===== config.mk =====
export PLATFORM = sky130hd
export DESIGN_NAME = hb_watchdog
export DESIGN_NICKNAME = d
export VERILOG_FILES = /design/src/rtl/hbw_pkg.sv /design/src/rtl/hbw_load.sv /design/src/rtl/hbw_rate.sv /design/src/rtl/hbw_chan.sv /design/src/rtl/hb_watchdog.sv
export SDC_FILE = /design/constraint.sdc
export NUM_CORES = 1
export LEC_CHECK = 0
export ABC_CLOCK_PERIOD_IN_PS = 5210
export BUFFER_PORTS_ARGS = -buffer_cell sky130_fd_sc_hd__buf_2
export CORE_AREA = 2 2 169 171
export DETAILED_ROUTE_END_ITERATION = 6
export DIE_AREA = 0 0 171 173
export PLACE_DENSITY_LB_ADDON = 0.05
export SKIP_LAST_GASP = 1
export SLEW_MARGIN = 20
export SYNTH_ARGS = -nofsm -noshare
export SYNTH_HDL_FRONTEND = slang
export SYNTH_HIERARCHICAL = 1
export SYNTH_SLANG_ARGS = --single-unit

===== constraint.sdc =====
create_clock -name clk -period 5.21 [get_ports clk]
set_input_delay 0.2605 -clock clk [delete_from_list [all_inputs] [get_ports clk]]
set_output_delay 0.2605 -clock clk [all_outputs]
set_load 0.005 [all_outputs]

===== src/rtl/hbw_pkg.sv =====
package hbw_pkg;

   typedef enum logic [1:0] {
      SUB_OFF    = 2'd0,
      SUB_ONLY   = 2'd1,
      SUB_ALARM  = 2'd2,
      SUB_ALARM3 = 2'd3
   } sub_mode_e;

   localparam int ALM_LOAD = 0;
   localparam int ALM_RATE = 1;
   localparam int ALM_CH0  = 2;

   function automatic logic mode_alarms(input logic [1:0] m);
      return m != SUB_ONLY;
   endfunction

   function automatic logic mode_substitutes(input logic [1:0] m);
      return m != SUB_OFF;
   endfunction

endpackage


===== src/rtl/hbw_load.sv =====
module hbw_load #(
   parameter int OPW = 4,
   parameter int CW  = 12
) (
   input  logic           clk,
   input  logic           rst_n,
   input  logic           hb,
   input  logic [OPW-1:0] op_cnt,
   input  logic [CW-1:0]  limit,
   output logic           over
);
   logic [CW-1:0] acc;
   logic [CW:0]   sum_w;
   logic [CW-1:0] sum;

   always_comb begin
      sum_w = {1'b0, acc} + {{(CW+1-OPW){1'b0}}, op_cnt};
      sum   = sum_w[CW] ? {CW{1'b1}} : sum_w[CW-1:0];
      over  = hb && (sum > limit);
   end

   always_ff @(posedge clk or negedge rst_n) begin
      if (!rst_n)  acc <= '0;
      else if (hb) acc <= '0;
      else         acc <= sum;
   end
endmodule


===== src/rtl/hbw_rate.sv =====
module hbw_rate #(
   parameter int WINW = 16
) (
   input  logic            clk,
   input  logic            rst_n,
   input  logic            hb,
   input  logic [WINW-1:0] win_len,
   input  logic [WINW-1:0] floor_cnt,
   output logic            low,
   output logic            win_end
);
   logic [WINW-1:0] clk_cnt;
   logic [WINW-1:0] hb_cnt;
   logic [WINW:0]   next_clk;
   logic [WINW:0]   hb_w;
   logic [WINW-1:0] hb_tot;

   always_comb begin
      next_clk = {1'b0, clk_cnt} + 1'b1;
      win_end  = next_clk >= {1'b0, win_len};
      hb_w     = {1'b0, hb_cnt} + {{WINW{1'b0}}, hb};
      hb_tot   = hb_w[WINW] ? {WINW{1'b1}} : hb_w[WINW-1:0];
      low      = win_end && (hb_tot < floor_cnt);
   end

   always_ff @(posedge clk or negedge rst_n) begin
      if (!rst_n) begin
         clk_cnt <= '0;
         hb_cnt  <= '0;
      end else if (win_end) begin
         clk_cnt <= '0;
         hb_cnt  <= '0;
      end else begin
         clk_cnt <= next_clk[WINW-1:0];
         hb_cnt  <= hb_tot;
      end
   end
endmodule


===== src/rtl/hbw_chan.sv =====
module hbw_chan
   import hbw_pkg::*;
#(
   parameter int DW = 8,
   parameter int TW = 4
) (
   input  logic          clk,
   input  logic          rst_n,
   input  logic          hb,
   input  logic          trig,
   input  logic          evt,
   input  logic [DW-1:0] dly,
   input  logic [TW-1:0] tol,
   input  logic [1:0]    mode,
   output logic          miss,
   output logic          evt_o,
   output logic          sub_o
);
   localparam int HW = DW + 1;

   logic          armed;
   logic [HW-1:0] cnt;
   logic [HW-1:0] hi;
   logic [HW:0]   lo_sum;
   logic          in_win, accept, expire;

   always_comb begin
      hi     = {1'b0, dly} + {{(HW-TW){1'b0}}, tol};
      lo_sum = {1'b0, cnt} + {{(HW+1-TW){1'b0}}, tol};
      in_win = armed && (lo_sum >= {2'b00, dly});
      accept = in_win && evt && !trig;
      expire = armed && hb && (cnt == hi) && !trig && !accept;
      miss   = expire && mode_alarms(mode);
   end

   always_ff @(posedge clk or negedge rst_n) begin
      if (!rst_n) begin
         armed <= 1'b0;
         cnt   <= '0;
         evt_o <= 1'b0;
         sub_o <= 1'b0;
      end else begin
         if (trig) begin
            armed <= 1'b1;
            cnt   <= '0;
         end else if (accept || expire) begin
            armed <= 1'b0;
         end else if (armed && hb) begin
            cnt   <= cnt + 1'b1;
         end
         evt_o <= evt || (expire && mode_substitutes(mode));
         sub_o <= expire && mode_substitutes(mode);
      end
   end
endmodule


===== src/rtl/hb_watchdog.sv =====
module hb_watchdog
   import hbw_pkg::*;
#(
   parameter int NCH  = 8,
   parameter int OPW  = 4,
   parameter int CW   = 12,
   parameter int WINW = 16,
   parameter int DW   = 8,
   parameter int TW   = 4
) (
   input  logic              clk,
   input  logic              rst_n,
   input  logic              hb,
   input  logic [OPW-1:0]    op_cnt,
   input  logic [CW-1:0]     load_limit,
   input  logic [WINW-1:0]   rate_win,
   input  logic [WINW-1:0]   rate_floor,
   input  logic [NCH-1:0]    trig,
   input  logic [NCH-1:0]    evt_in,
   input  logic [NCH*DW-1:0] delay,
   input  logic [TW-1:0]     tol,
   input  logic [2*NCH-1:0]  sub_mode,
   input  logic              clr_valid,
   input  logic [NCH+1:0]    clr_mask,
   output logic              load_alarm,
   output logic              rate_alarm,
   output logic [NCH-1:0]    evt_alarm,
   output logic [NCH-1:0]    evt_out,
   output logic [NCH-1:0]    evt_subst
);
   localparam int NA = NCH + 2;

   initial begin : p_param_check
      if (NCH < 1)   $error("hb_watchdog: NCH must be at least 1");
      if (OPW > CW)  $error("hb_watchdog: OPW must not exceed CW");
      if (TW > DW)   $error("hb_watchdog: TW must not exceed DW");
      if (WINW < 2)  $error("hb_watchdog: WINW must be at least 2");
   end

   logic [NA-1:0]  alm;
   logic [NA-1:0]  alm_set;
   logic [NA-1:0]  alm_clr;
   logic           load_over;
   logic           rate_low;
   logic           rate_win_end;
   logic [NCH-1:0] ch_miss;

   hbw_load #(.OPW(OPW), .CW(CW)) i_load (
      .clk(clk), .rst_n(rst_n), .hb(hb), .op_cnt(op_cnt),
      .limit(load_limit), .over(load_over)
   );

   hbw_rate #(.WINW(WINW)) i_rate (
      .clk(clk), .rst_n(rst_n), .hb(hb), .win_len(rate_win),
      .floor_cnt(rate_floor), .low(rate_low), .win_end(rate_win_end)
   );

   for (genvar g = 0; g < NCH; g++) begin : g_ch
      hbw_chan #(.DW(DW), .TW(TW)) i_chan (
         .clk(clk), .rst_n(rst_n), .hb(hb), .trig(trig[g]), .evt(evt_in[g]),
         .dly(delay[g*DW +: DW]), .tol(tol), .mode(sub_mode[2*g +: 2]),
         .miss(ch_miss[g]), .evt_o(evt_out[g]), .sub_o(evt_subst[g])
      );
   end

   always_comb begin
      alm_set = {ch_miss, rate_low, load_over};
      alm_clr = clr_valid ? clr_mask : '0;
   end

   always_ff @(posedge clk or negedge rst_n) begin
      if (!rst_n) alm <= '0;
      else        alm <= (alm & ~alm_clr) | alm_set;
   end

   assign load_alarm = alm[ALM_LOAD];
   assign rate_alarm = alm[ALM_RATE];
   assign evt_alarm  = alm[NA-1:ALM_CH0];
endmodule


### Word-level counts from Yosys, hierarchy flattened

Cells that the tools add are included.

* flip-flop bits (word level): 150
* output and inout port bits: 26

* $add $sub $neg: 27
* order comparisons: 11
* reduce and logical (&&, ||, !) cells: 138
* muxes and demuxes: 46
* equality and inequality tests: 24
* bitwise gates (word level): 3

Operators with widths (count)
* $mux 9: 24
* $add 9x4->10: 8
* $ge 10x8->1: 8
* $logic_and 1x1->1: 74
* $add 8x4->9: 8
* $add 9x1->9 const B: 8
* $eq 9x9->1: 8
* $mux 16: 3
* $reduce_bool 2->1: 24
* $mux 12: 2
* $add 16x1->17: 1
* $add 16x1->17 const B: 1
* $ge 17x16->1: 1
* $logic_not 1->1: 16
* $logic_or 1x1->1: 16
* $lt 16x16->1: 1
* $mux 1: 16
* $ne 2x1->1 const B: 8
* $ne 2x2->1 const B: 8
* $reduce_and 2->1: 8
* $add 12x4->13: 1
* $gt 12x12->1: 1
* $and 10x10->10: 1
* $mux 10: 1
* other kinds (2): 2

### Logic depth before layout (Yosys ltp)

Gate-level depths: netlist of the first run.

* depth in word-level cells: 10
* gate-level depth with buffers: 15
* mapped depth without buffers: 14

### Cells and area by module

Netlist of the first run, hierarchy kept.

By module, submodules not included
* hbw_chan (g_ch[2].i_chan ...): seq. area each 300.3 sq um, times used 4, cells an instance 175, area an instance 1487.7 sq um
* hbw_chan (g_ch[0].i_chan ...): seq. area each 300.3 sq um, times used 3, cells an instance 185, area an instance 1502.7 sq um
* hbw_rate: seq. area each 800.8 sq um, times used 1, cells an instance 286, area an instance 2428.6 sq um
* hbw_chan (g_ch[6].i_chan): seq. area each 300.3 sq um, times used 1, cells an instance 182, area an instance 1526.5 sq um
* hbw_load: seq. area each 300.3 sq um, times used 1, cells an instance 128, area an instance 1082.3 sq um
* hb_watchdog: seq. area each 250.2 sq um, times used 1, cells an instance 31, area an instance 374.1 sq um

### Worst setup path before layout of the first run

No wires, ideal clock.

* path kind: reg2reg
* start point: reg g_ch[2].i_chan.cnt[0]
* end point: reg g_ch[2].i_chan.cnt[8]
* path buffers: 0
* setup time: 69 ps
* cell stages (with the launch flop): 14
* setup slack: 2077 ps
* data required time: 5141 ps
* data arrival time: 3064 ps
* cell sequence: dfrtp_1 -> ha_1 -> fa_1 -> a21o_1 -> a21oi_1 -> xnor2_1 -> ha_1 -> o21a_1 -> o211ai_1 -> a31o_2 -> a31o_2 -> o41ai_4 -> or4_1 -> nand3_1

* word-level cells in the longest chain between the ends: 10
* elaborated cells on any way between the ends: 17
* classes of those cells: add/sub (2); order compare (1); eq/ne (2); mux (3); reduce/logical (9)

RTL lines
* from (decl): line hbw_chan.sv:22 `logic [HW-1:0] cnt;`
* from (signal assigned): line hbw_chan.sv:49 `cnt <= cnt + 1'b1;`
* $add 9x4->10: line hbw_chan.sv:29 `lo_sum = {1'b0, cnt} + {{(HW+1-TW){1'b0}}, tol};`
* $ge 10x8->1: line hbw_chan.sv:30 `in_win = armed && (lo_sum >= {2'b00, dly});`
* $logic_and 1x1->1: line hbw_chan.sv:30
* $logic_and 1x1->1 (2 in a row): line hbw_chan.sv:31 `accept = in_win && evt && !trig;`
* $logic_not 1->1: line hbw_chan.sv:32 `expire = armed && hb && (cnt == hi) && !trig && !accept;`
* $logic_and 1x1->1: line hbw_chan.sv:32
* $logic_or 1x1->1: line hbw_chan.sv:46 `end else if (accept || expire) begin`
* $ne 2x2->1 (no line)
* $reduce_and 2->1 (no line)

Parallel ways exist; a longest one is shown, timed or not. The select of a mux whose other input is x is not followed.
A chain may end at the register's enable or synchronous reset.

### Worst setup path in the final report of the first run

* start point: reg g_ch[5].i_chan.cnt[0]
* end point: reg g_ch[5].i_chan.cnt[4]

* word-level cells in the longest chain between the ends: 10
* elaborated cells on any way between the ends: 17
* classes of those cells: add/sub (2); order compare (1); eq/ne (2); mux (3); reduce/logical (9)

RTL lines (line)
* from (decl): hbw_chan.sv:22
* from (signal assigned): hbw_chan.sv:49
* $add 9x4->10: hbw_chan.sv:29
* $ge 10x8->1: hbw_chan.sv:30
* $logic_and 1x1->1: hbw_chan.sv:30
* $logic_and 1x1->1 (2 in a row): hbw_chan.sv:31
* $logic_not 1->1: hbw_chan.sv:32
* $logic_and 1x1->1: hbw_chan.sv:32
* $logic_or 1x1->1: hbw_chan.sv:46
* $ne 2x2->1 (no line)
* $reduce_and 2->1 (no line)

Parallel ways exist; a longest one is shown, timed or not. The select of a mux whose other input is x is not followed.

==> reports/results.env, run 1 <==
CTS.REPAIR_TIMING.SETUP_BUFFER_COUNT=0
FINAL_MIN_PERIOD_OVER_CLOCK_PERIOD=0.737
DRIVE_ABOVE_1_SHARE=0.139
GRT.OVERFLOW.TOTAL=0
SYNTH-MAIN-FF-CELL='dfrtp_1'
SLEW_VIOLATIONS=0
SYNTH_SEQUENTIAL_AREA_RATIO=0.237
SETUP.WORST_PATH.START_CLASS='flip-flop'
WORST_PATH_LARGEST_CELL_DELAY_PS=690
TNS_PS=0
DRT_ITER0_MARKERS=1008
PATH_DELAY_FAMILY='compound AO/OA/AOI/OAI gates'
FINALWEIGHTEDCONGESTION=0.902
FINAL_CRITICAL_PATH_SETUP_SLACK_PS=1370
DRTPASS1ITERATIONS=6
NUM_ROWS=61
R2R-END='g_ch[5].i_chan/cnt[4]'
DIE_WIDTH_UM=171
COUNT_OF_FILL_CELLS_ADDED_DURING_FILLER_INSERTION=2474
POSTLAYOUTCELLAREA_UM2=17500
SYN-INSTANCE-COUNT=1882
WORST_MARGIN_PIN_SLEW_PS=918
HPWLAFTERDP_UM=30200
SEQUENTIALPOWERSHARE=0.361
GRT_FIRST_PASS_WIRELENGTH_UM=66800
NUM_VIAS=14200
CTSROOTBUFFERMASTER='clkbuf_16'
CRIT_TYPE='reg -> reg'
CELL_AREA_AFTER_PLACEMENT_UM2=16900
ROUTED_WIRE_LENGTH_PER_INSTANCE_UM=16.5
CP.REQUIRED_PS=5520
CELLLEAKAGEPOWER_nW=8.82
RUN_STATUS='finished clean'
PORT_BUFFERS=187
CTS_MAX_LEVEL=4
SETUP-VIOLATIONS-FINAL=0
HOLD_CLASS='in -> reg'
MINIMUM_SETUP_SLACK_AFTER_PLACEMENT_PS=1170
CAP_VIOL_MAX_COUNT=0
ROUTE.DETAILED.DRC=0
WORSTHOLDENDPOINT='g_ch[5].i_chan/evt_o'
TIMING.HOLD.WORST.START='evt_in[5]'
CLOCKPOWERSHARE=0.349
COUNT_OF_NETS_LEFT_WITH_ANTENNA_VIOLATIONS_AFTER_DETAIL_ROUTING=0
POST_CTS.RESIZED_INSTANCES=0
FINALCOREUTILIZATION=0.635
ROUTED_WL_UM=40000
AREA_GROWTH_PCT=10.6
POST_SYNTH_INSTANCE_AREA_UM2=15900
VIAS_PER_CELL=5.89
MIN_PERIOD_PS=3840
CORE_UM2=27600
CTS.REPORTEDPATHS.CLKPINSLEW_PS=70
CRIT_PATH_CELL_TRACE='ha_1 > fa_1 > a21o_1 > a21oi_1 > xnor2_1 > ha_1 > nand2_1 > o21ai_0 > o22ai_1 > a21oi_1 > or2_1 > o211ai_1'
CRIT_PATH_MAX_FANOUT=12
FIRST_GLOBAL_VIAS=13700
IR_DROP_mV=0.210
POSTSYNTHREGISTERBITS=150
UNREPAIRED_SETUP_ENDPOINTS_AFTER_GLOBAL_ROUTING='false'
P_INT_mW=2.43
INITIAL_CORE_UTIL=0.574
WORSTSETUPENDPOINTTYPE='flip-flop'
TIMING.CRITICAL_PATH.SLOWEST_STAGE_CELL='a21oi_1'
NUM-NETS-FINAL=2387
SYNTH.YOSYS.WARNINGS=6
IO_PINS=188
FIN_WORST_HOLD_SLACK_PS=33.6
GRT_START_MAX_NET_PINS=65
INTERNAL_REG_TO_REG_SETUP_SLACK_PS=1370
POWER_DENSITY_nW_PER_UM2=210
SYNTH_ENABLE_FLOP_CELLS=0
SYN-NUM-NETS=2247
COMMONEST_CELLS_AFTER_ROUTING_FILL_AND_TAPS_ASIDE='ha_1 (186), buf_2 (186), nand2_1 (173)'
DIEAREA_UM2=29600
TRITONCTS.NUM_BUFFERS=17
MIN_PATH_CELLS=2
GR-USAGE-ALL-LAYERS=0.274
ANTENNA_FOUND_INITIAL=6
WORSTSKEWPAIRLATENCY_PS=440
CLOCK-SINKS=150
NET-SWITCHING-POWER_mW=1.26
POST_SYNTH_NUM_CELL_TYPES=77
TIMING.CLOCK.SKEW_PS=5.37
POSTSYNTH.ASYNCRESETSHARE=1.00
CTS_TREE='built'
TIMING.FINAL.HOLD_VIOLATIONS=0
CLK_PATH_BUF_DEPTH=2
SYN_AREA_PER_CELL_UM2=8.43
CRITICAL_PATH_ARRIVAL_PS=4150
RR_WORST_DEPTH=12
COMBINATIONALPOWERSHARE=0.290
NET_SWITCHING_FRACTION_OF_THE_POWER=0.341
CRIT-REG2REG-LAUNCH='g_ch[5].i_chan/cnt[0]'
MAXSLEWHEADROOM=0.388
CRITPATHBUFINV=0
MAX_CLOCK_FREQ_MHz=260
CHIPHEIGHT_UM=173
==> Yosys cell counts, types with 35 or more instances <==
master / n / area, um^2
dfrtp_1: 150 / 3750
inv_1: 151 / 567
nor2_1: 70 / 263
nor3_1: 39 / 195
or3_1: 36 / 225
o21ai_0: 55 / 275
nor2b_1: 42 / 263
a21oi_1: 106 / 531
nand3_1: 118 / 591
nand2_1: 173 / 649
xnor2_1: 96 / 841
ha_1: 186 / 2330
xor2_1: 57 / 499
clkbuf_1: 35 / 131
a21o_1: 42 / 315
==> power by group through the flow <==
stage          sequential [mW]  combinational (mW)  clock (mW)
6_report                  1.33                1.07        1.29
5_1_grt                   1.34                1.22        1.36
4_1_cts                   1.33                1.08        1.32
3_5_place_dp              1.35                1.07           0
3_3_place_gp              1.35                1.03           0
2_1_floorplan             1.33               0.767           0
==> sequential cells by signal (all words and copies together), names as in the netlist <==
register,cells
alm,10
g_ch.i_chan/armed,8
g_ch.i_chan/cnt,72
g_ch.i_chan/evt_o,8
g_ch.i_chan/sub_o,8
i_load/acc,12
i_rate/clk_cnt,16
i_rate/hb_cnt,16
==> kinds of logic after synthesis <==
family,synth area share
xor gates and xnor gates,0.0844
AOI/OAI and AO/OA,0.194
muxes,0.0103
adders and majority gates,0.168
DFF,0.237
and+or+nand+nor,0.244
buffers and inverters,0.0629
==> repair_timing <==
action | 4_1_cts | 5_1_grt
setup endpoints to repair | 0 | 0
hold buffers | 1 | 0
hold endpoints to repair | 36 | 0
==> area by class of cell <==
type	instances	area (um^2)	share of cell area
timing repair buffer	196	1010	0.0577
clock inverter	15	170	0.00970
multi-input combinational	1502	11100	0.634
sequential	150	3750	0.214
antenna	5	12.5	0.000713
tap	378	473	0.0270
inverter	155	582	0.0332
clock buffer	17	425	0.0242
==> per-layer routing <==
metal	track usage	up-vias	wire length (um)
li1	-	7130	-
met5	0	-	24
met3	0.0455	27	1870
met1	0.381	6751	19100
met2	0.447	319	18600
met4	0.0604	4	433
==> how the worst max path moves through the flow <==
stage          cells after the start                   from  slack (ps)                     to
6_report                          12  g_ch[5].i_chan/cnt[0]        1370  g_ch[5].i_chan/cnt[4]
5_1_grt                           12  g_ch[1].i_chan/cnt[0]        1000  g_ch[1].i_chan/cnt[2]
4_1_cts                           12  g_ch[5].i_chan/cnt[0]        1370  g_ch[5].i_chan/cnt[4]
3_5_place_dp                      14                 tol[1]        1170  g_ch[5].i_chan/cnt[1]
3_3_place_gp                      14                 tol[1]        1300  g_ch[1].i_chan/cnt[1]
2_1_floorplan                     13  g_ch[2].i_chan/cnt[0]        2080  g_ch[2].i_chan/cnt[8]
==> worst reg2reg max path, cell delays in order (launching register included) <==
cell and delay, ps:
dfrtp_1 480, ha_1 270, fa_1 420, a21o_1 180, a21oi_1 320, xnor2_1 120
ha_1 290, nand2_1 60, o21ai_0 200, o22ai_1 120, a21oi_1 690, or2_1 410
o211ai_1 150
==> through the flow <==
stage | total power, mW | cells
floorplan | 2.09 | 1882
global placement | 2.38 | 2380
detailed placement | 2.42 | 2380
CTS | 3.73 | 2413
global route | 3.93 | 2415
finish | 3.69 | 2418
Note: power is estimated with default switching activity, not from simulation.
==> inputs of run 2 (changes only) <==
--- a/config.mk
+++ b/config.mk
@@ -5,11 +5,11 @@
 export SDC_FILE = /design/constraint.sdc
 export NUM_CORES = 1
 export LEC_CHECK = 0
-export ABC_CLOCK_PERIOD_IN_PS = 5210
+export ABC_CLOCK_PERIOD_IN_PS = 3300
 export BUFFER_PORTS_ARGS = -buffer_cell sky130_fd_sc_hd__buf_2
-export CORE_AREA = 2 2 169 171
+export CORE_AREA = 2 2 173 175
 export DETAILED_ROUTE_END_ITERATION = 6
-export DIE_AREA = 0 0 171 173
+export DIE_AREA = 0 0 175 177
 export PLACE_DENSITY_LB_ADDON = 0.05
 export SKIP_LAST_GASP = 1
 export SLEW_MARGIN = 20
==> constraint.sdc (replaced) <==
create_clock -name clk -period 3.3 [get_ports clk]
set_input_delay 0.165 -clock clk [delete_from_list [all_inputs] [get_ports clk]]
set_output_delay 0.165 -clock clk [all_outputs]
set_load 0.005 [all_outputs]
==> run 2 against run 1 <==
  * Clock skew rose by 3.9 ps
  * Utilization grew 1.2 points
  * Flip-flop and latch count unchanged
  * Critical path type unchanged
==> reports/results.env, run 2 (same netlist as run 1, synthesis figures left out) <==
CELLLEAKAGEPOWER_nW=9.55  # +8.3%
CRIT_PATH_CELL_TRACE='ha_1 > fa_2 > a21o_1 > a21oi_2 > xnor2_1 > ha_1 > o21a_1 > o211ai_1 > a31o_2 > a31o_4 > o41ai_4 > or4_1 > nand3_1'
MOST_FREQUENT_STANDARD_CELL_IN_THE_LAYOUT_EXCLUDING_FILL_AND_TAP_CELLS='buf_2'
CLOCK-SINKS=150  # unchanged
TIMING.CRITICAL_PATH.DEPTH=13  # +1
TIMING.CRITICAL_PATH.SLOWEST_STAGE_CELL='or4_1'
MAXSLEWHEADROOM=0.598  # +0.210
CELL_AREA_AFTER_PLACEMENT_UM2=17600  # +4.1%
WORST_PATH_LARGEST_CELL_DELAY_PS=500  # -190 ps
FIN_WORST_HOLD_SLACK_PS=32.3  # -1.37 ps
PORT_BUFFERS=187  # unchanged
DRTPASS1ITERATIONS=5  # -1
CTS_TREE='built'
CP.REQUIRED_PS=3670  # -1850 ps
FIRST_GLOBAL_VIAS=13900  # +1.4%
TIMING.CLOCK.SKEW_PS=9.24  # +3.87 ps
TRITONCTS.NUM_BUFFERS=17  # unchanged
SETUP.WORST_PATH.START='g_ch[2].i_chan/cnt[0]'
COMMONEST_CELLS_AFTER_ROUTING_FILL_AND_TAPS_ASIDE='buf_2 (186), ha_1 (184), nand2_1 (173)'
DIE_WIDTH_UM=175  # +2.3%
CLK_PATH_BUF_DEPTH=2  # unchanged
RR_WORST_DEPTH=13  # +1
TOTAL_POWER_mW=5.95  # +61%
GRT_START_MAX_NET_PINS=72  # +11%
SLEW_VIOLATIONS=0  # unchanged
TIMING.HOLD.WORST.START='sub_mode[9]'
HOLD_CLASS='in -> reg'
WORST_MARGIN_PIN_SLEW_PS=599  # -319 ps
CRIT_TYPE='reg -> reg'
CTS_MAX_LEVEL=4  # unchanged
WORSTSETUPENDPOINTTYPE='flip-flop'
SETUP-VIOLATIONS-FINAL=0  # unchanged
CORE_UM2=29200  # +5.8%
COUNT_OF_FILL_CELLS_ADDED_DURING_FILLER_INSERTION=2543  # +2.8%
NUM_VIAS=14900  # +4.6%
RUN_STATUS='finished clean'
INTERNAL_REG_TO_REG_SETUP_SLACK_PS=110  # -1260 ps
MIN_PERIOD_PS=3190  # -647 ps
HPWLAFTERDP_UM=31200  # +3.5%
DP.CELLS=2480  # +4.2%
DRT_ITER0_MARKERS=890  # -12%
CHIPHEIGHT_UM=177  # +2.3%
CP-ENDPOINT='g_ch[2].i_chan/cnt[8]'
AREA_GROWTH_PCT=19.2
ROUTE.DETAILED.DRC=0  # unchanged
POSTLAYOUTCELLAREA_UM2=18900  # +7.8%
PATH_DELAY_FAMILY='compound AO/OA/AOI/OAI gates'
FINALWEIGHTEDCONGESTION=0.883  # -2.1%
VIAS_PER_CELL=5.80  # -1.4%
INITIAL_CORE_UTIL=0.543  # -0.0317
DIEAREA_UM2=31000  # +4.7%
FINAL-INSTANCE-COUNT-EXCL-FILL=2564  # +6.0%
IO_PINS=188  # unchanged
R2R-END='g_ch[2].i_chan/cnt[8]'
COUNT_OF_NETS_LEFT_WITH_ANTENNA_VIOLATIONS_AFTER_DETAIL_ROUTING=0  # unchanged
TIMING.FINAL.HOLD_VIOLATIONS=0  # unchanged
REG.LARGEST.LIST='g_ch.i_chan/cnt x72, i_rate/clk_cnt x16, i_rate/hb_cnt x16'
IR_DROP_mV=0.348  # +66%
CRIT_PATH_MAX_FANOUT=5  # -7
MAX_CLOCK_FREQ_MHz=313  # +20%
NUM-NETS-FINAL=2522  # +5.7%
LARGEST_REG_FLOPS=72  # unchanged
GRT.OVERFLOW.TOTAL=0  # unchanged
CRITICAL_PATH.MOST_COMMON_CELL='ha_1'
REGISTER_WITH_THE_MOST_FLIP_FLOPS='g_ch.i_chan/cnt'
TNS_PS=0  # unchanged
SETUP.WORST_PATH.START_CLASS='flip-flop'
CRITICAL_PATH_ARRIVAL_PS=3570  # -580 ps
ROUTED_WIRE_LENGTH_PER_INSTANCE_UM=16.3  # -1.7%
GR-USAGE-ALL-LAYERS=0.264  # -0.0101
GRT_FIRST_PASS_WIRELENGTH_UM=67400  # +0.92%
WORSTSKEWPAIRLATENCY_PS=440  # about the same
CRITPATHBUFINV=0  # unchanged
DRIVE_ABOVE_1_SHARE=0.195  # +0.0568
UNREPAIRED_SETUP_ENDPOINTS_AFTER_GLOBAL_ROUTING='true'
POWER_DENSITY_nW_PER_UM2=314  # +49%
CRIT-REG2REG-LAUNCH='g_ch[2].i_chan/cnt[0]'
CTSROOTBUFFERMASTER='clkbuf_16'
ANTENNA_FOUND_INITIAL=5  # -1
FINAL_MIN_PERIOD_OVER_CLOCK_PERIOD=0.968  # +0.231
NUM_ROWS=63  # +3.3%
ROUTED_WL_UM=41700  # +4.2%
CTS.REPORTEDPATHS.CLKPINSLEW_PS=70  # about the same
CAP_VIOL_MAX_COUNT=0  # unchanged
## run 2: cell count changes in the layout (fill, tap and decap cells not counted), sizes merged
cell / before / now
o41ai: 7 / 11
bufinv: 2 / 1
or2: 9 / 10
diode: 5 / 4
buf: 195 / 295
dlygate4sd3: 1 / 31
inv: 159 / 160
## run 2: worst register-to-register path, stage by stage, from the launching register on
cell and delay [ps]:
dfrtp_1 410, ha_1 220, fa_2 360, a21o_1 200, a21oi_2 170, xnor2_1 140, ha_1 250, o21a_1 180
o211ai_1 150, a31o_2 150, a31o_4 190, o41ai_4 110, or4_1 500, nand3_1 100
## run 2: timing repair
| item | in CTS | in global routing |
|---|---|---|
| gates cloned | 0 | 5 |
| gates resized for setup | 2 | 50 |
| endpoints found under the hold margin | 74 | 0 |
| setup buffers | 0 | 12 |
| pin swaps | 1 | 13 |
| setup endpoints to repair | 18 | 108 |
| hold buffers | 31 | 0 |
## run 2: per-layer routing
layer	wire length, um	global-route usage
met1	19900	0.363
met2	19300	0.431
met4	947	0.0885
met5	13	0
met3	1560	0.0329
## run 2: cell type report
type / instances / area (um^2) / share of cell area
Clock buffer: 17 / 425 / 0.0225
Timing Repair Buffer: 326 / 2090 / 0.110
Tap cell: 390 / 488 / 0.0258
Antenna cell: 4 / 10.0 / 0.000529
Inverter: 155 / 582 / 0.0308
Clock inverter: 15 / 160 / 0.00847
Sequential cell: 150 / 3750 / 0.198
Multi-Input combinational cell: 1507 / 11400 / 0.603
## run 2: how the worst min path moves through the flow
stage | end | cells past startpoint
floorplan | alm[0] | 0
global placement | i_load/acc[1] | 1
detailed placement | i_load/acc[1] | 1
CTS | g_ch[6].i_chan/sub_o | 3
global route | g_ch[7].i_chan/sub_o | 3
finish | g_ch[4].i_chan/sub_o | 3
## run 2: power by group
group | switching, mW | total [mW] | internal [mW]
registers | 0.110 | 2.07 | 1.96
logic | 1.04 | 1.90 | 0.859
clock network | 0.908 | 1.98 | 1.07
## run 2: through the flow
stage	util	worst slack, ps
CTS	0.634	1.67
finish	0.647	105
global route	0.647	-21.5
global placement	0.603	-29.3
floorplan	-	167
detailed placement	0.603	-138
